[config.mk]
export PLATFORM = sky130hd
export DESIGN_NAME = thermo_sampler
export DESIGN_NICKNAME = d
export VERILOG_FILES = /design/src/rtl/therm_pkg.sv /design/src/rtl/therm_cfg_regs.sv /design/src/rtl/therm_mode_decode.sv /design/src/rtl/therm_cycle_timer.sv /design/src/rtl/therm_trip_eval.sv /design/src/rtl/thermo_sampler.sv
export SDC_FILE = /design/constraint.sdc
export NUM_CORES = 1
export LEC_CHECK = 0
export BUFFER_PORTS_ARGS = -buffer_cell sky130_fd_sc_hd__buf_2
export CORE_ASPECT_RATIO = 2
export CORE_UTILIZATION = 30
export DETAILED_ROUTE_END_ITERATION = 6
export GPL_TIMING_DRIVEN = 0
export PLACE_DENSITY_LB_ADDON = 0.08
export SLEW_MARGIN = 0
export SYNTH_ARGS = -nofsm -noshare
export SYNTH_HDL_FRONTEND = slang
export SYNTH_SLANG_ARGS = --single-unit
[constraint.sdc]
create_clock -name clk -period 5.29 [get_ports clk]
set_clock_uncertainty 0.05 [all_clocks]
set_input_delay 0.529 -clock clk [delete_from_list [all_inputs] [get_ports clk]]
set_output_delay 0.529 -clock clk [all_outputs]
set_load 0.005 [all_outputs]
[src/rtl/therm_pkg.sv]
package therm_pkg;
    localparam logic [2:0] SEL_MODE = 3'd0;
    localparam logic [2:0] SEL_CAT  = 3'd1;
    localparam logic [2:0] SEL_HOT  = 3'd2;
    localparam logic [2:0] SEL_AUX  = 3'd3;
    localparam logic [2:0] SEL_OFF  = 3'd4;

    localparam logic [3:0] MODE_TEST = 4'hF;

    // Length multiple of the base period for codes 1..7, zero otherwise.
    function automatic int unsigned mode_mult(input logic [3:0] code);
        case (code)
            4'd1:    return 1;
            4'd2:    return 2;
            4'd3:    return 3;
            4'd4:    return 4;
            4'd5:    return 6;
            4'd6:    return 8;
            4'd7:    return 12;
            default: return 0;
        endcase
    endfunction

    function automatic logic mode_is_timed(input logic [3:0] code);
        return (mode_mult(code) != 0) || (code == MODE_TEST);
    endfunction
endpackage

[src/rtl/therm_cfg_regs.sv]
module therm_cfg_regs
    import therm_pkg::*;
#(
    parameter int TEMP_W = 8
) (
    input  logic              clk,
    input  logic              rst_n,
    input  logic              we,
    input  logic [2:0]        sel,
    input  logic [TEMP_W-1:0] wdata,
    input  logic              lock,
    output logic [3:0]        mode,
    output logic [TEMP_W-1:0] cat_thr,
    output logic [TEMP_W-1:0] hot_thr,
    output logic [TEMP_W-1:0] aux_thr,
    output logic [TEMP_W-1:0] hot_off
);
    typedef struct packed {
        logic [3:0]        mode;
        logic [TEMP_W-1:0] cat;
        logic [TEMP_W-1:0] hot;
        logic [TEMP_W-1:0] aux;
        logic [TEMP_W-1:0] off;
    } cfg_t;

    cfg_t cfg_d, cfg_q;

    always_comb begin
        cfg_d = cfg_q;
        if (we) begin
            case (sel)
                SEL_MODE: if (!lock) cfg_d.mode = wdata[3:0];
                SEL_CAT:  cfg_d.cat = wdata;
                SEL_HOT:  cfg_d.hot = wdata;
                SEL_AUX:  cfg_d.aux = wdata;
                SEL_OFF:  cfg_d.off = wdata;
                default:  ;
            endcase
        end
    end

    always_ff @(posedge clk) begin
        if (!rst_n) cfg_q <= '0;
        else        cfg_q <= cfg_d;
    end

    assign mode    = cfg_q.mode;
    assign cat_thr = cfg_q.cat;
    assign hot_thr = cfg_q.hot;
    assign aux_thr = cfg_q.aux;
    assign hot_off = cfg_q.off;
endmodule

[src/rtl/therm_mode_decode.sv]
module therm_mode_decode
    import therm_pkg::*;
#(
    parameter int BASE_LEN = 512,
    parameter int TEST_LEN = 4,
    parameter int CNT_W    = 13
) (
    input  logic [3:0]       mode,
    output logic             timed,
    output logic [CNT_W-1:0] len
);
    always_comb begin
        timed = mode_is_timed(mode);
        if (mode == MODE_TEST) len = CNT_W'(TEST_LEN);
        else                   len = CNT_W'(mode_mult(mode) * BASE_LEN);
    end
endmodule

[src/rtl/therm_cycle_timer.sv]
module therm_cycle_timer #(
    parameter int CNT_W = 13
) (
    input  logic             clk,
    input  logic             rst_n,
    input  logic             timed,
    input  logic [CNT_W-1:0] sel_len,
    output logic             run,
    output logic [CNT_W-1:0] cnt,
    output logic [CNT_W-1:0] len,
    output logic             cyc_end
);
    typedef struct packed {
        logic             run;
        logic [CNT_W-1:0] cnt;
        logic [CNT_W-1:0] len;
    } tmr_t;

    tmr_t t_d, t_q;
    logic last_d;

    always_comb begin
        t_d    = t_q;
        last_d = t_q.run && (t_q.cnt == t_q.len - 1'b1);
        if (!t_q.run || last_d) begin
            // Start (or restart) only on a timed code; length latched here.
            t_d.run = timed;
            t_d.cnt = '0;
            t_d.len = timed ? sel_len : t_q.len;
        end else begin
            t_d.cnt = t_q.cnt + 1'b1;
        end
    end

    always_ff @(posedge clk) begin
        if (!rst_n) t_q <= '0;
        else        t_q <= t_d;
    end

    assign run     = t_q.run;
    assign cnt     = t_q.cnt;
    assign len     = t_q.len;
    assign cyc_end = last_d;
endmodule

[src/rtl/therm_trip_eval.sv]
module therm_trip_eval #(
    parameter int TEMP_W = 8
) (
    input  logic              clk,
    input  logic              rst_n,
    input  logic              run,
    input  logic              cyc_end,
    input  logic              sens_en,
    input  logic [TEMP_W-1:0] temp,
    input  logic [TEMP_W-1:0] cat_thr,
    input  logic [TEMP_W-1:0] hot_thr,
    input  logic [TEMP_W-1:0] aux_thr,
    input  logic [TEMP_W-1:0] hot_off,
    output logic              cat,
    output logic              hot,
    output logic              aux,
    output logic              done
);
    typedef struct packed {
        logic cat;
        logic hot;
        logic aux;
        logic done;
    } trip_t;

    trip_t r_d, r_q;
    logic [TEMP_W-1:0] an_hot_thr;

    always_comb begin
        an_hot_thr = (hot_off > cat_thr) ? '0 : (cat_thr - hot_off);
        r_d        = r_q;
        r_d.done   = cyc_end;
        if (cyc_end) begin
            r_d.cat = (temp >= cat_thr);
            r_d.hot = (temp >= hot_thr);
            r_d.aux = (temp >= aux_thr);
        end else if (!run) begin
            r_d.cat = sens_en && (temp >= cat_thr);
            r_d.hot = sens_en && (temp >= an_hot_thr);
            r_d.aux = 1'b0;
        end
    end

    always_ff @(posedge clk) begin
        if (!rst_n) r_q <= '0;
        else        r_q <= r_d;
    end

    assign cat  = r_q.cat;
    assign hot  = r_q.hot;
    assign aux  = r_q.aux;
    assign done = r_q.done;
endmodule

[src/rtl/thermo_sampler.sv]
module thermo_sampler #(
    parameter int TEMP_W   = 8,
    parameter int BASE_LEN = 512,
    parameter int TEST_LEN = 4
) (
    input  logic              clk,
    input  logic              rst_n,
    input  logic              cfg_we,
    input  logic [2:0]        cfg_sel,
    input  logic [TEMP_W-1:0] cfg_wdata,
    input  logic              lock,
    input  logic              sens_en,
    input  logic [TEMP_W-1:0] temp_in,
    output logic              cat_trip,
    output logic              hot_trip,
    output logic              aux_trip,
    output logic              cycle_done
);
    localparam int MAX_LEN = (12 * BASE_LEN > TEST_LEN) ? 12 * BASE_LEN : TEST_LEN;
    localparam int CNT_W   = $clog2(MAX_LEN + 1);

    logic [3:0]        mode_q;
    logic [TEMP_W-1:0] cat_thr, hot_thr, aux_thr, hot_off;
    logic              mode_timed;
    logic [CNT_W-1:0]  mode_len;
    logic              tmr_run, tmr_end;
    logic [CNT_W-1:0]  tmr_cnt, tmr_len;

    therm_cfg_regs #(.TEMP_W(TEMP_W)) u_cfg (
        .clk(clk), .rst_n(rst_n), .we(cfg_we), .sel(cfg_sel), .wdata(cfg_wdata),
        .lock(lock), .mode(mode_q), .cat_thr(cat_thr), .hot_thr(hot_thr),
        .aux_thr(aux_thr), .hot_off(hot_off)
    );

    therm_mode_decode #(.BASE_LEN(BASE_LEN), .TEST_LEN(TEST_LEN), .CNT_W(CNT_W)) u_dec (
        .mode(mode_q), .timed(mode_timed), .len(mode_len)
    );

    therm_cycle_timer #(.CNT_W(CNT_W)) u_tmr (
        .clk(clk), .rst_n(rst_n), .timed(mode_timed), .sel_len(mode_len),
        .run(tmr_run), .cnt(tmr_cnt), .len(tmr_len), .cyc_end(tmr_end)
    );

    therm_trip_eval #(.TEMP_W(TEMP_W)) u_trip (
        .clk(clk), .rst_n(rst_n), .run(tmr_run), .cyc_end(tmr_end),
        .sens_en(sens_en), .temp(temp_in), .cat_thr(cat_thr), .hot_thr(hot_thr),
        .aux_thr(aux_thr), .hot_off(hot_off), .cat(cat_trip), .hot(hot_trip),
        .aux(aux_trip), .done(cycle_done)
    );
endmodule

After elaboration in Yosys (flattened, before gate mapping)
Cells that the tools add are included.
{"block": "classes", "bitwise_logic": 2, "muxes": 5, "addsub": 3, "eq_ne": 14, "n_reduce_logical": 15, "order_cmp": 5}
{"operator": "8-bit greater-or-equal comparator", "count": 4}
{"operator": "32-bit nonzero test", "count": 1}
{"operator": "4-bit one-hot mux with 7 select lines", "count": 1}
{"operator": "4-bit by 3-bit == test with 1-bit output, second input constant", "count": 4}
{"operator": "13-bit by 1-bit adder with 13-bit output, second input constant", "count": 1}
{"operator": "13-bit == test", "count": 1}
{"operator": "13-bit 2-to-1 mux", "count": 1}
{"operator": "13-bit by 1-bit subtractor with 13-bit output, second input constant", "count": 1}
{"operator": "2-bit AND reduction", "count": 5}
{"operator": "4-bit by 2-bit == test with 1-bit output, second input constant", "count": 2}
{"operator": "8-bit greater-than comparator", "count": 1}
{"operator": "8-bit 2-to-1 mux", "count": 1}
{"operator": "8-bit subtractor", "count": 1}
{"operator": "3-bit by 2-bit == test with 1-bit output, second input constant", "count": 2}
{"operator": "3-bit 2-to-1 mux", "count": 2}
{"operator": "4-bit by 1-bit == test with 1-bit output, second input constant", "count": 1}
{"operator": "4-bit == test, second input constant", "count": 1}
{"operator": "3-bit by 1-bit == test with 1-bit output, second input constant", "count": 1}
{"operator": "3-bit == test, second input constant", "count": 1}
{"operator": "1-bit logical AND", "count": 3}
{"operator": "3-bit logical NOT", "count": 1}
{"operator": "3-bit AND reduction", "count": 1}
{"operator": "1-bit logical OR", "count": 2}
{"operator": "2-bit by 1-bit inequality test with 1-bit output, second input constant", "count": 1}
{"operator": "other kinds (3)", "count": 4}
{"block": "totals", "reg_bits": 67, "output_inout_bits": 4, "in_bits": 24, "elab_cells": 56}

Logic depth before layout (Yosys ltp)
Gate-level depths: netlist of the first run.
{"block": "logic_depth", "word_depth": 6, "ltp_mapped": 16, "mapped_depth_nobuf": 16}

By module
From an unflattened synthesis of the first run, not the netlist that was laid out.
{"block": "unflattened", "hier_cells": 511, "hier_area_um2": 4316.6}
{"module": "therm_cycle_timer", "cells_each": 183, "instances": 1, "area_each_um2": 1590.3, "seq_area_each_um2": 540.5}
{"module": "therm_cfg_regs", "cells_each": 134, "instances": 1, "area_each_um2": 1303.8, "seq_area_each_um2": 720.7}
{"module": "therm_trip_eval", "cells_each": 171, "instances": 1, "area_each_um2": 1282.5, "seq_area_each_um2": 80.1}
{"module": "therm_mode_decode", "cells_each": 23, "instances": 1, "area_each_um2": 140.1, "seq_area_each_um2": 0.0}

Least setup slack after synthesis of the first run
Ideal clock, no wire load.
{"block": "synth_path", "path_type": "flip-flop to flip-flop", "from": "register u_cfg.cfg_q (netlist bit u_cfg.cat_thr[0])", "to": "register u_trip.r_q (netlist bit u_trip.hot)", "setup_slack_ns": 2.246, "path_buffers": 0, "stages_incl_launch_ff": 17, "synth_period_minus_slack_ns": 3.044, "setup_ns": 0.123, "t_arrival_ns": 2.871, "t_required_ns": 5.117, "path_cell_list": "dfxtp_1 -> inv_1 -> ha_1 -> fa_1 -> nor2b_1 -> o21ai_0 -> a21oi_1 -> o221ai_1 -> a21oi_1 -> nand2_1 -> ha_1 -> a21oi_1 -> o21ai_0 -> a21oi_1 -> o21ai_0 -> a21oi_1 -> o22ai_1"}
{"block": "synth_via", "elab_chain_len": 6, "word_cells_on_any_way": 7, "classes_between": "add/sub: 1; order compare: 2; mux: 3; reduce/logical: 1"}
{"item": "start: declaration", "line_no": "therm_cfg_regs.sv:26", "rtl": "cfg_t cfg_d, cfg_q;"}
{"item": "start signal: assignment", "line_no": "therm_cfg_regs.sv:44", "rtl": "else cfg_q <= cfg_d;"}
{"item": "8-bit subtractor or 8-bit greater-than comparator (tied branches)", "line_no": "therm_trip_eval.sv:30", "rtl": "an_hot_thr = (hot_off > cat_thr) ? '0 : (cat_thr - hot_off);"}
{"item": "8-bit 2-to-1 mux *", "line_no": "therm_trip_eval.sv:30"}
{"item": "8-bit greater-or-equal comparator *", "line_no": "therm_trip_eval.sv:39", "rtl": "r_d.hot = sens_en && (temp >= an_hot_thr);"}
{"item": "1-bit logical AND *", "line_no": "therm_trip_eval.sv:39"}
{"item": "3-bit 2-to-1 mux *", "line_no": "therm_trip_eval.sv:37", "rtl": "end else if (!run) begin"}
{"item": "3-bit 2-to-1 mux *", "line_no": "therm_trip_eval.sv:33", "rtl": "if (cyc_end) begin"}
{"item": "end signal: assignment", "line_no": "therm_trip_eval.sv:46", "rtl": "else r_q <= r_d;"}
{"item": "end: declaration", "line_no": "therm_trip_eval.sv:26", "rtl": "trip_t r_d, r_q;"}
Mark *: on every way between the ends. The rest lies on a longest branch, timed or not. The select of a mux whose other input is x is not followed.
A chain may end at the register's enable or synchronous reset.

Worst setup path after layout of the first run
Ends and elaborated chain as after synthesis.

==> implementation parameters, run 1 <==
Parameter                              Value

Run status
  Run status ... completed

Finish
  Ratio of cells with drive above 1 in the final layout ... 0.110
  Area added between synthesis and finish ... 18.0%
  Nets ... 546
  Diodes inserted ... 0
  Number of standard cells in the layout, taps in and fillers out ... 629

Timing
  RSZ-0062 raised after global routing ... false
  Max_slew headroom ... 0.622
  Minimum clock period ... 3920 ps
  Setup Total Neg Slack ... 0 ps
  Share of the cycle needed by the critical path after routing ... 0.742
  Transition time at the pin with the least slew margin ... 568 ps
  Final Hold Viols ... 0
  Setup violations, final ... 0
  Maximum frequency from static timing analysis ... 255 MHz
  Minimum hold slack ... 410 ps
  Final number of max-transition violations ... 0

Place
  Final RePlAce weighted congestion ... 0.769
  Count of buffers inserted at the top-level ports ... 27
  Detailed placement HPWL ... 7980 um
  DP Cell Count ... 613

Die
  Floorplan Core Area ... 11700 um2
  Die height ... 157 um
  Standard-cell row count ... 56
  Die extent in x ... 79.3 um
  Num ports ... 28
  Overall die area ... 12400 um2
  Initial Util ... 0.306

Yosys
  Mux cell area share after synthesis ... 0.0279
  Share of synthesized cell area in and, or, nand and nor gates ... 0.235
  Syn_area_per_cell ... 8.12 um2
  Fraction of registers with async set or reset after synthesis ... 0
  Fraction of the mapped netlist area in compound gates ... 0.152
  Number of nets produced by synthesis ... 508
  Dominant synthesized flop cell ... sky130_fd_sc_hd__dfxtp_1
  Number of enable flip-flop cells after synthesis ... 0
  Synth cell types ... 44
  Combinational family with the most area after synthesis ... simple AND/OR/NAND/NOR gates
  Post-synthesis instance area ... 3580 um2
  Synth Register Bits ... 59
  Share of synthesized cell area in full adder, half adder and majority cells ... 0.152
  Sequential share of the synthesized area ... 0.330
  Post-synthesis share of cell area spent on xor and xnor gates ... 0.0465
  Yosys synthesis warning count ... 0
  Number of instances in the synthesized netlist ... 441

Power and ir drop
  Maximum VDD drop ... 196 uV
  PD cells ... 294 nW/um2
  Power Total ... 0.00124 W
  Sequential Power Share ... 0.368
  Combinational cell fraction of total power ... 0.111
  Static power due to leakage ... 1.58 nW
  P_int ... 0.000946 W
  Net switching component of the power ... 0.000297 W
  Switching share of power ... 0.239
  Clk pwr share ... 0.522

Worst setup path
  Type of the worst setup path ... reg2reg
  Required time at the worst-slack endpoint ... 5450 ps
  Endpoint type of the worst setup path ... flop
  Maximum fanout along the worst path ... 7
  Worst setup SP type ... flop
  WP data arrival ... 4080 ps

Route
  Avg WL per Cell ... 15.8 um
  Number of violations reported at the end of detailed-routing iteration 0 ... 89
  Final antenna-violating net count ... 0
  Detailed-route via count ... 2997
  First-pass iteration count of the detailed router ... 6
  Ratio of routed vias to standard cells ... 4.76
  Routed Wire Length ... 9950 um
  DRC violations left ... 0

Clocking
  CTS-repair resized insts ... 0
  Worst skew pair latency ... 330 ps
  Clk pin slew, worst setup/hold paths ... 60 ps
  Maximum root-to-sink buffer count ... 2
  Root buffer selected by CTS ... sky130_fd_sc_hd__clkbuf_16
  CTS tree ... built
  H-Tree Level Count ... 3
  # hold bufs at CTS ... 0
  Clock buffer count from CTS ... 9
  Clock tree sinks ... 59
  Setup Fix Bufs, Post-CTS ... 0

Global route
  First-pass GRT wire length ... 15800 um
  Initial antenna violation count ... 0
  Vias in the first global route ... 3048
  Remaining global-route overflow ... 0
  Pin count of the biggest net entering global routing ... 11
  Global routing usage summed across all routing layers ... 0.176

Flow run
  Max-cap viol count ... 0

Worst hold path
  Type of the tightest min-delay check ... reg2reg
final cells by class:
cell class / instances / area [um2]
Timing Repair Buffer: 27 / 135
Multi-Input combinational cell: 331 / 2200
Fill cell: 1242 / 7470
Tap cell: 145 / 181
Inverter: 39 / 146
Buffer: 12 / 56.3
Clock inverter: 4 / 72.6
Sequential cell: 59 / 1180
Clock buffer: 12 / 256
cells in the mapped netlist, types with 2 or more instances:
cell / number / area, um2
sky130_fd_sc_hd__nor2_1: 39 / 146
sky130_fd_sc_hd__nand3_1: 18 / 90.1
sky130_fd_sc_hd__mux2i_1: 10 / 100
sky130_fd_sc_hd__a21boi_0: 24 / 180
sky130_fd_sc_hd__and3_1: 4 / 25.0
sky130_fd_sc_hd__ha_1: 42 / 526
sky130_fd_sc_hd__a211oi_1: 5 / 37.5
sky130_fd_sc_hd__nor3_1: 4 / 20.0
sky130_fd_sc_hd__nand3b_1: 4 / 30.0
sky130_fd_sc_hd__xor2_1: 13 / 114
sky130_fd_sc_hd__nand2b_1: 4 / 25.0
sky130_fd_sc_hd__or2_2: 3 / 18.8
sky130_fd_sc_hd__nand2_1: 69 / 259
sky130_fd_sc_hd__a31oi_1: 2 / 12.5
sky130_fd_sc_hd__o2111ai_1: 2 / 17.5
sky130_fd_sc_hd__inv_1: 39 / 146
sky130_fd_sc_hd__a21oi_1: 23 / 115
sky130_fd_sc_hd__a21o_1: 4 / 30.0
sky130_fd_sc_hd__clkbuf_1: 10 / 37.5
sky130_fd_sc_hd__o21ai_0: 12 / 60.1
sky130_fd_sc_hd__nand4_1: 5 / 31.3
sky130_fd_sc_hd__nor3_2: 2 / 20.0
sky130_fd_sc_hd__dfxtp_1: 59 / 1180
sky130_fd_sc_hd__nor2b_1: 19 / 119
sky130_fd_sc_hd__xnor2_1: 6 / 52.6
cells by family (layout without fill, tap and decap cells):
kind of cell / Yosys count / count (layout)
mux: 10 / 10
compound gates: 81 / 81
flops: 59 / 59
fa+ha+maj: 43 / 43
simple gates: 178 / 178
buf+inv: 51 / 94
xor+xnor: 19 / 19
state kept, by name, indices dropped and copies added (netlist names):
register,flops
u_cfg.hot_thr,8
u_trip.hot,1
u_cfg.mode,4
u_cfg.aux_thr,8
u_cfg.cat_thr,8
u_tmr.cnt,13
u_trip.aux,1
u_cfg.hot_off,8
u_tmr.len,5
u_tmr.run,1
u_trip.done,1
u_trip.cat,1
layer usage:
layer,part of all wire,GRT usage,routed length [um]
met4,0.018,0.0701,181
met5,0,0,0
met2,0.57,0.347,5630
met3,0.027,0.0356,273
met1,0.39,0.172,3860
power groups by stage:
stage | logic, W | clock network, W | registers, W
CTS | 0.000142 | 0.000668 | 0.000457
detailed placement | 0.000141 | 0 | 0.000466
global placement | 0.000138 | 0 | 0.000466
finish | 0.000138 | 0.000648 | 0.000457
floorplan | 0.0000866 | 0 | 0.000465
global route | 0.000158 | 0.000680 | 0.000458
cells in the final DEF, fill, tap and decap left out, drive strengths merged, types with 2 or more instances in the layout:
| cell | n |
|---|---|
| o2111ai | 2 |
| ha | 42 |
| xor2 | 13 |
| mux2i | 10 |
| nand3b | 4 |
| and3 | 4 |
| nor3 | 6 |
| a21oi | 23 |
| xnor2 | 6 |
| buf | 29 |
| nand3 | 18 |
| inv | 39 |
| a31oi | 2 |
| bufinv | 2 |
| dfxtp | 59 |
| or2 | 3 |
| nor2b | 19 |
| nand2b | 4 |
| a21boi | 25 |
| or3 | 2 |
| nor2 | 39 |
| o21ai | 12 |
| nand2 | 69 |
| a211oi | 5 |
| a21o | 4 |
| clkbuf | 22 |
| nand4 | 6 |
worst paths after layout:
kind                      end  cells after the start        startpoint  slack [ps]
max                u_trip.hot                     16  u_cfg.cat_thr[0]        1370
min reg2reg  u_cfg.hot_thr[7]                      2  u_cfg.hot_thr[7]         410
min          u_cfg.hot_thr[7]                      2  u_cfg.hot_thr[7]         410
max reg2reg        u_trip.hot                     16  u_cfg.cat_thr[0]        1370
through the flow:
step                      area [um2]  setup slack (ps)   util
after floorplan                 3580              2250      -
after global placement          3900              1290  0.333
after detailed placement        3900              1240  0.333
after CTS                       4230              1230  0.361
after global routing            4230               938  0.361
final                           4230              1370  0.361
worst max-delay path: stages (launching register included):
cell and delay [ps]:
sky130_fd_sc_hd__dfxtp_1 330, sky130_fd_sc_hd__inv_1 70, sky130_fd_sc_hd__ha_1 220, sky130_fd_sc_hd__fa_1 410
sky130_fd_sc_hd__nor2b_1 140, sky130_fd_sc_hd__o21ai_0 130, sky130_fd_sc_hd__a21oi_1 340, sky130_fd_sc_hd__o221ai_1 230
sky130_fd_sc_hd__a21oi_1 500, sky130_fd_sc_hd__nand2_1 110, sky130_fd_sc_hd__ha_1 320, sky130_fd_sc_hd__a21oi_1 140
sky130_fd_sc_hd__o21ai_0 100, sky130_fd_sc_hd__a21oi_1 270, sky130_fd_sc_hd__o21ai_0 120, sky130_fd_sc_hd__a21oi_1 220
sky130_fd_sc_hd__o22ai_1 120
No activity file was read; power rests on OpenSTA's default activity.
==> run 2, diff against run 1 <==
- ABC_AREA: default -> 1
- clock period: 5.29 -> 4.09 ns (I/O delays scaled with it)
==> run 2 against run 1 <==
Non-clock buffer count is 2 lower. Worst hold slack worse by 89 ps. Register-to-register slack worse by 160 ps. Via count is 7.9% higher. Maximum frequency is 36% higher. Die area is 0.23% lower. Combinational power is 89% higher. Routed wire length is 2.3% higher. Total power is 30% higher. Cell area is 1.0% lower. Critical path depth is 4 higher. Clock power is 17% higher. Critical path type unchanged. Critical endpoint unchanged.
==> implementation parameters, run 2 <==
Parameter                              Value

Global route
  Remaining global-route overflow ... 0 (unchanged)
  Vias in the first global route ... 3332 (was 3048)
  Global routing usage summed across all routing layers ... 0.180 (was 0.176)
  Initial antenna violation count ... 0 (unchanged)
  Pin count of the biggest net entering global routing ... 11 (unchanged)
  First-pass GRT wire length ... 16200 um (was 15800 um)

Place
  Post-DP Area ... 3890 um2 (was 3900 um2)
  Pre-CTS setup slack ... 1200 ps (was 1240 ps)
  Count of buffers inserted at the top-level ports ... 27 (unchanged)
  Detailed placement HPWL ... 8450 um (was 7980 um)
  Final RePlAce weighted congestion ... 0.820 (was 0.769)

Timing
  Final Hold Viols ... 0 (unchanged)
  Minimum hold slack ... 321 ps (was 410 ps)
  Minimum clock period ... 2890 ps (was 3920 ps)
  Transition time at the pin with the least slew margin ... 553 ps (was 568 ps)
  RSZ-0062 raised after global routing ... false (unchanged)
  Setup ws final ... 1200 ps (was 1370 ps)
  Max_slew headroom ... 0.631 (was 0.622)
  Setup Total Neg Slack ... 0 ps (unchanged)
  Share of the cycle needed by the critical path after routing ... 0.706 (was 0.742)
  Final number of max-transition violations ... 0 (unchanged)
  Setup violations, final ... 0 (unchanged)
  Maximum frequency from static timing analysis ... 346 MHz (was 255 MHz)

Die
  Die extent in x ... 79.2 um (was 79.3 um)
  Num ports ... 28 (unchanged)
  Die height ... 156 um (was 157 um)
  Overall die area ... 12400 um2 (about the same)
  Floorplan Core Area ... 11600 um2 (was 11700 um2)
  Initial Util ... 0.307 (was 0.306)
  Standard-cell row count ... 56 (unchanged)

Yosys
  Cell with the most instances after synthesis ... sky130_fd_sc_hd__nand2_1 (unchanged)
  Post-synth top area cell ... sky130_fd_sc_hd__dfxtp_1 (unchanged)
  Share of the synthesized area in the top cell type ... 0.331 (was 0.330)
  Yosys synthesis warning count ... 0 (unchanged)
  Fraction of registers with async set or reset after synthesis ... 0 (unchanged)
  Number of instances in the synthesized netlist ... 498 (was 441)
  Synth Register Bits ... 59 (unchanged)
  Number of nets produced by synthesis ... 565 (was 508)
  Post-synthesis instance area ... 3570 um2 (was 3580 um2)
  Top area cells in the synthesized netlist ... sky130_fd_sc_hd__dfxtp_1 33%, sky130_fd_sc_hd__ha_1 15%, sky130_fd_sc_hd__nand2_1 9.2% (was sky130_fd_sc_hd__dfxtp_1 33%, sky130_fd_sc_hd__ha_1 15%, sky130_fd_sc_hd__nand2_1 7.2%)
  Sequential share of the synthesized area ... 0.331 (was 0.330)
  Number of enable flip-flop cells after synthesis ... 0 (unchanged)
  Syn_area_per_cell ... 7.18 um2 (was 8.12 um2)
  Synth cell types ... 32 (was 44)
  Dominant synthesized flop cell ... sky130_fd_sc_hd__dfxtp_1 (unchanged)
  Commonest cells post-synth ... 88 x sky130_fd_sc_hd__nand2_1, 80 x sky130_fd_sc_hd__inv_1, 60 x sky130_fd_sc_hd__a21oi_1 (was 69 x sky130_fd_sc_hd__nand2_1, 59 x sky130_fd_sc_hd__dfxtp_1, 42 x sky130_fd_sc_hd__ha_1)

Route
  Routed Wire Length ... 10200 um (was 9950 um)
  Number of violations reported at the end of detailed-routing iteration 0 ... 86 (was 89)
  Avg WL per Cell ... 14.8 um (was 15.8 um)
  First-pass iteration count of the detailed router ... 4 (was 6)
  DRC violations left ... 0 (unchanged)
  Ratio of routed vias to standard cells ... 4.71 (was 4.76)
  Detailed-route via count ... 3233 (was 2997)
  Final antenna-violating net count ... 0 (unchanged)

Clocking
  Clk pin slew, worst setup/hold paths ... 50 ps (was 60 ps)
  Root buffer selected by CTS ... sky130_fd_sc_hd__clkbuf_16 (unchanged)
  CTS tree ... built (unchanged)
  Clock tree sinks ... 59 (unchanged)
  Clock buffer count from CTS ... 9 (unchanged)
  CTS-repair resized insts ... 0 (unchanged)
  # hold bufs at CTS ... 0 (unchanged)
  Maximum root-to-sink buffer count ... 2 (unchanged)
  Worst skew pair latency ... 330 ps (about the same)
  H-Tree Level Count ... 3 (unchanged)
  Setup Fix Bufs, Post-CTS ... 0 (unchanged)

Worst setup path
  WP data arrival ... 3060 ps (was 4080 ps)
  Maximum fanout along the worst path ... 3 (was 7)
  R2R depth ... 20 (was 16)
  Reg2Reg Setup Slack ... 1200 ps (was 1370 ps)
  Required time at the worst-slack endpoint ... 4260 ps (was 5450 ps)
  Type of the worst setup path ... reg2reg (unchanged)
  Cell-by-cell listing of the critical path ... inv_1, ha_1, fa_1, inv_1, nand3_1, nand2_1, nand2_1, nand2_1, a21oi_1, or2_2, nand3_1, ha_1, nand2_1, nor2_1, nand4_1, o2111ai_1, nand2_1, nand2_1, nand2_1, nand2_1 (was inv_1, ha_1, fa_1, nor2b_1, o21ai_0, a21oi_1, o221ai_1, a21oi_1, nand2_1, ha_1, a21oi_1, o21ai_0, a21oi_1, o21ai_0, a21oi_1, o22ai_1)
  Endpoint type of the worst setup path ... flop (unchanged)
  CP peak stage delay ... 350 ps (was 500 ps)
  Slowest cell on crit path ... sky130_fd_sc_hd__fa_1 (was sky130_fd_sc_hd__a21oi_1)
  Destination of the worst register-to-register timing path ... u_trip.hot (unchanged)
  Most numerous cell on the critical path ... sky130_fd_sc_hd__nand2_1 (was sky130_fd_sc_hd__a21oi_1)
  Worst setup SP type ... flop (unchanged)
  Origin of the critical flop-to-flop path ... u_cfg.cat_thr[0] (unchanged)

Finish
  Leading cell type in the layout, fill and taps excluded ... sky130_fd_sc_hd__nand2_1 (unchanged)
  Ratio of cells with drive above 1 in the final layout ... 0.124 (was 0.110)
  Diodes inserted ... 0 (unchanged)
  Largest register FFs ... 13 (unchanged)
  Commonest non-fill, non-tap cells in the layout ... 88 x sky130_fd_sc_hd__nand2_1, 80 x sky130_fd_sc_hd__inv_1, 60 x sky130_fd_sc_hd__a21oi_1 (was 69 x sky130_fd_sc_hd__nand2_1, 59 x sky130_fd_sc_hd__dfxtp_1, 42 x sky130_fd_sc_hd__ha_1)
  Layout Cell Area excl Fill ... 4190 um2 (was 4230 um2)
  Area added between synthesis and finish ... 17.1% (was 18.0%)
  Nets ... 603 (was 546)
  Number of fill cells in the layout ... 1290 (was 1242)

Worst hold path
  WHS Endpoint ... u_cfg.hot_off[0] (was u_cfg.hot_thr[7])
  Type of the tightest min-delay check ... in2reg (was reg2reg)
  Startpoint of the lowest-slack hold path ... cfg_wdata[0] (was u_cfg.hot_thr[7])
  WHS Path Cells ... 3 (was 2)

Flow run
  Max-cap viol count ... 0 (unchanged)

Power and ir drop
  PD cells ... 387 nW/um2 (was 294 nW/um2)
  Static power due to leakage ... 1.81 nW (was 1.58 nW)
  Maximum VDD drop ... 192 uV (was 196 uV)

Run status
  Run status ... completed (unchanged)
[run 2: changes by cell type after synthesis, moves of 5 or more]
cell                       before  now
sky130_fd_sc_hd__inv_1         39   80
sky130_fd_sc_hd__a21oi_1       23   60
sky130_fd_sc_hd__o21ai_0       12   44
sky130_fd_sc_hd__a21boi_0      24    0
sky130_fd_sc_hd__nand2_1       69   88
sky130_fd_sc_hd__nor2b_1       19    0
sky130_fd_sc_hd__mux2i_1       10    0
sky130_fd_sc_hd__xor2_1        13    6
sky130_fd_sc_hd__xnor2_1        6    1
[run 2: area by class of cell]
| cell class | count | area, um2 | area share |
|---|---|---|---|
| Buffer | 10 | 52.6 | 0.0126 |
| Sequential cell | 59 | 1180 | 0.282 |
| Inverter | 82 | 308 | 0.0735 |
| Clock inverter | 5 | 52.6 | 0.0126 |
| Clock buffer | 11 | 243 | 0.0580 |
| Multi-Input combinational cell | 347 | 2030 | 0.486 |
| Timing Repair Buffer | 27 | 135 | 0.0323 |
| Tap cell | 145 | 181 | 0.0433 |
[run 2: how the worst max path moves through the flow]
stage                     slack, ps              from          to  cells after the start
after detailed placement       1200  u_cfg.cat_thr[0]  u_trip.hot                     20
final                          1200  u_cfg.cat_thr[0]  u_trip.hot                     20
after floorplan                1600  u_cfg.cat_thr[0]  u_trip.hot                     20
after global routing            930  u_cfg.cat_thr[0]  u_trip.hot                     20
after global placement         1180  u_cfg.cat_thr[0]  u_trip.hot                     20
after CTS                      1180  u_cfg.cat_thr[0]  u_trip.hot                     20
[run 2: per-layer routing]
metal | vias to the layer above | share of wire | GRT usage
met5 | - | 0 | 0
met4 | 0 | 0.023 | 0.0762
met3 | 12 | 0.017 | 0.0286
met2 | 31 | 0.62 | 0.391
met1 | 1488 | 0.34 | 0.148
li1 | 1702 | - | -
[run 2: worst max-delay path, delay by kind of cell (launching register included)]
family                     cells  cell delay [ps]
and+or+nand+nor               13             1250
adders and majority gates      3              790
DFF                            1              340
AOI/OAI and AO/OA              2              190
buffers and inverters          2              160
[run 2: kinds of logic (layout without fill, tap and decap cells)]
group                      Yosys count  after routing  synth area share
and+or+nand+nor                    182            182             0.228
DFF                                 59             59             0.331
buffers and inverters               92            135             0.101
adders and majority gates           43             43             0.153
xor gates and xnor gates             7              7            0.0172
AOI/OAI and AO/OA                  115            115             0.171
[run 2: power breakdown]
| part | internal [W] | switching, W | total, W |
|---|---|---|---|
| registers | 0.000594 | 0.0000103 | 0.000605 |
| clock network | 0.000484 | 0.000270 | 0.000755 |
| logic | 0.0000969 | 0.000164 | 0.000261 |
[run 2: stage by stage]
step	utilization	std cells	power, W
floorplan	-	498	0.000792
global placement	0.334	670	0.000876
detailed placement	0.334	670	0.000881
CTS	0.360	686	0.00164
global route	0.360	686	0.00171
finish	0.360	686	0.00162
==> run 3, diff against run 2 <==
- clock period: 4.09 -> 2.4 ns (I/O delays scaled with it)
==> run 3 against run 2 <==
Utilization increased by 2.5 points. Final cell count grew 1.2%. Highest routed layer unchanged. Clock power up 87%. The flow now finishes with violations (negative setup slack).
==> implementation parameters, run 3 (same netlist as run 2, synthesis figures left out) <==
Parameter                              Value

Timing
  Minimum clock period ... 2610 ps (was 2890 ps)
  Setup ws final ... -205 ps (was 1200 ps)
  Transition time at the pin with the least slew margin ... 591 ps (was 553 ps)
  Max_slew headroom ... 0.606 (was 0.631)
  Setup violations, final ... 1 (was 0)
  Share of the cycle needed by the critical path after routing ... 1.09 (was 0.706)
  Final number of max-transition violations ... 0 (unchanged)
  Final Hold Viols ... 0 (unchanged)
  Maximum frequency from static timing analysis ... 384 MHz (was 346 MHz)
  RSZ-0062 raised after global routing ... true (was false)

Clocking
  Clk pin slew, worst setup/hold paths ... 60 ps (was 50 ps)
  Maximum root-to-sink buffer count ... 2 (unchanged)
  Clock tree sinks ... 59 (unchanged)
  H-Tree Level Count ... 3 (unchanged)
  # hold bufs at CTS ... 0 (unchanged)
  Clock buffer count from CTS ... 9 (unchanged)
  Worst skew pair latency ... 340 ps (was 330 ps)
  Root buffer selected by CTS ... sky130_fd_sc_hd__clkbuf_16 (unchanged)
  CTS tree ... built (unchanged)

Die
  Floorplan Core Area ... 11600 um2 (unchanged)
  Num ports ... 28 (unchanged)
  Initial Util ... 0.307 (unchanged)
  Die extent in x ... 79.2 um (unchanged)
  Overall die area ... 12400 um2 (unchanged)
  Standard-cell row count ... 56 (unchanged)
  Die height ... 156 um (unchanged)

Worst hold path
  WHS Path Cells ... 3 (unchanged)
  WHS Endpoint ... u_cfg.hot_thr[0] (was u_cfg.hot_off[0])
  Type of the tightest min-delay check ... in2reg (unchanged)
  Startpoint of the lowest-slack hold path ... cfg_wdata[0] (unchanged)

Route
  Detailed-route via count ... 3313 (was 3233)
  Avg WL per Cell ... 15.1 um (was 14.8 um)
  First-pass iteration count of the detailed router ... 6 (was 4)
  DRC violations left ... 0 (unchanged)
  Ratio of routed vias to standard cells ... 4.77 (was 4.71)
  Final antenna-violating net count ... 0 (unchanged)
  Routed Wire Length ... 10500 um (was 10200 um)
  Number of violations reported at the end of detailed-routing iteration 0 ... 41 (was 86)

Worst setup path
  Origin of the critical flop-to-flop path ... u_cfg.cat_thr[0] (unchanged)
  Worst setup SP type ... flop (unchanged)
  WP data arrival ... 2830 ps (was 3060 ps)
  Type of the worst setup path ... reg2reg (unchanged)
  Endpoint type of the worst setup path ... flop (unchanged)
  Required time at the worst-slack endpoint ... 2620 ps (was 4260 ps)
  Reg2Reg Setup Slack ... -210 ps (was 1200 ps)
  Destination of the worst register-to-register timing path ... u_trip.hot (unchanged)
  R2R depth ... 17 (was 20)
  Maximum fanout along the worst path ... 7 (was 3)

Global route
  Pin count of the biggest net entering global routing ... 12 (was 11)
  Vias in the first global route ... 3351 (was 3332)
  Initial antenna violation count ... 0 (unchanged)
  First-pass GRT wire length ... 16500 um (was 16200 um)
  Global routing usage summed across all routing layers ... 0.185 (was 0.180)
  Remaining global-route overflow ... 0 (unchanged)

Finish
  Ratio of cells with drive above 1 in the final layout ... 0.200 (was 0.124)
  Leading cell type in the layout, fill and taps excluded ... sky130_fd_sc_hd__nand2_1 (unchanged)
  Largest register FFs ... 13 (unchanged)
  Number of standard cells in the layout, taps in and fillers out ... 694 (was 686)
  Number of fill cells in the layout ... 1292 (was 1290)
  Nets ... 611 (was 603)
  Diodes inserted ... 0 (unchanged)
  Area added between synthesis and finish ... 25.2% (was 17.1%)
  Commonest non-fill, non-tap cells in the layout ... 80 x sky130_fd_sc_hd__nand2_1, 77 x sky130_fd_sc_hd__inv_1, 59 x sky130_fd_sc_hd__a21oi_1 (was 88 x sky130_fd_sc_hd__nand2_1, 80 x sky130_fd_sc_hd__inv_1, 60 x sky130_fd_sc_hd__a21oi_1)
  Layout Cell Area excl Fill ... 4480 um2 (was 4190 um2)

Power and ir drop
  Static power due to leakage ... 1.89 nW (was 1.81 nW)
  PD cells ... 674 nW/um2 (was 387 nW/um2)
  Maximum VDD drop ... 327 uV (was 192 uV)

Place
  DP Cell Count ... 670 (unchanged)
  Detailed placement HPWL ... 8460 um (was 8450 um)
  Final RePlAce weighted congestion ... 0.790 (was 0.820)
  Count of buffers inserted at the top-level ports ... 27 (unchanged)
  Post-DP Area ... 3910 um2 (was 3890 um2)

Flow run
  Max-cap viol count ... 0 (unchanged)

Run status
  Violations in the final reports ... negative setup slack
  Run status ... finished, violations left (was completed)
run 3: cell types whose count changed in the layout (fill, tap and decap cells not counted), sizes merged:
cell      change
clkbuf        -1
clkinvlp      +1
buf           +8
clkinv        -1
bufinv        +1
run 3: per-layer routing:
layer / global-route usage / wire length, um / up-vias
met3: 0.0350 / 213 / 23
met4: 0.105 / 431 / 0
met5: 0 / 0 / -
met2: 0.385 / 6350 / 42
li1: - / - / 1722
met1: 0.151 / 3490 / 1526
run 3: worst max path at each step:
stage / startpoint / end / slack, ps
6_report: u_cfg.cat_thr[0] / u_trip.hot / -210
3_3_place_gp: u_cfg.hot_off[2] / u_trip.hot / -390
5_1_grt: u_cfg.cat_thr[0] / u_trip.hot / -310
4_1_cts: u_cfg.cat_thr[0] / u_trip.hot / -190
2_1_floorplan: u_cfg.cat_thr[0] / u_trip.hot / 30
3_5_place_dp: u_cfg.hot_off[2] / u_trip.hot / -420
run 3: per-stage QoR:
step | hold slack, ps | utilization | setup WS (ps) | power (W) | setup TNS [ps]
after floorplan | 325 | - | 29.4 | 0.00136 | 0
after global placement | 379 | 0.336 | -388 | 0.00150 | -388
after detailed placement | 404 | 0.336 | -418 | 0.00151 | -418
after CTS | 160 | 0.380 | -191 | 0.00303 | -191
after global routing | 185 | 0.385 | -313 | 0.00318 | -313
final | 163 | 0.385 | -205 | 0.00302 | -205
run 3: layout make-up:
type / count / area (um2) / share of cell area
multi-input combinational: 347 / 2230 / 0.498
sequential: 59 / 1180 / 0.264
inverter: 82 / 308 / 0.0688
clock buffer: 10 / 239 / 0.0534
timing repair buffer: 35 / 195 / 0.0436
tap: 145 / 181 / 0.0405
clock inverter: 6 / 88.8 / 0.0198
buffer: 10 / 52.6 / 0.0117
run 3: repair_timing:
| item | 4_1_cts | 5_1_grt |
|---|---|---|
| setup buffers | 7 | 1 |
| endpoints found under the setup margin | 1 | 1 |
| resized for setup | 29 | 7 |
| pin swaps | 12 | 4 |
run 3: report_power, final:
group / switching [W] / internal [W]
Combinational: 0.000339 / 0.000237
Sequential: 0.0000181 / 0.00101
Clock: 0.000476 / 0.000936
Total: 0.000833 / 0.00219
run 3: critical path, cell delays in order, from the launching register on:
cell and delay, ps:
sky130_fd_sc_hd__dfxtp_2 330, sky130_fd_sc_hd__inv_2 50, sky130_fd_sc_hd__ha_4 160, sky130_fd_sc_hd__fa_2 350, sky130_fd_sc_hd__inv_2 70, sky130_fd_sc_hd__nand3_2 70
sky130_fd_sc_hd__nand2_4 100, sky130_fd_sc_hd__nand4_1 150, sky130_fd_sc_hd__nand2_4 220, sky130_fd_sc_hd__nand2_2 90, sky130_fd_sc_hd__ha_4 280, sky130_fd_sc_hd__nand2_2 80
sky130_fd_sc_hd__buf_4 140, sky130_fd_sc_hd__o2111ai_2 180, sky130_fd_sc_hd__nand2_1 70, sky130_fd_sc_hd__nand2_1 60, sky130_fd_sc_hd__nand2_1 50, sky130_fd_sc_hd__nand2_1 70
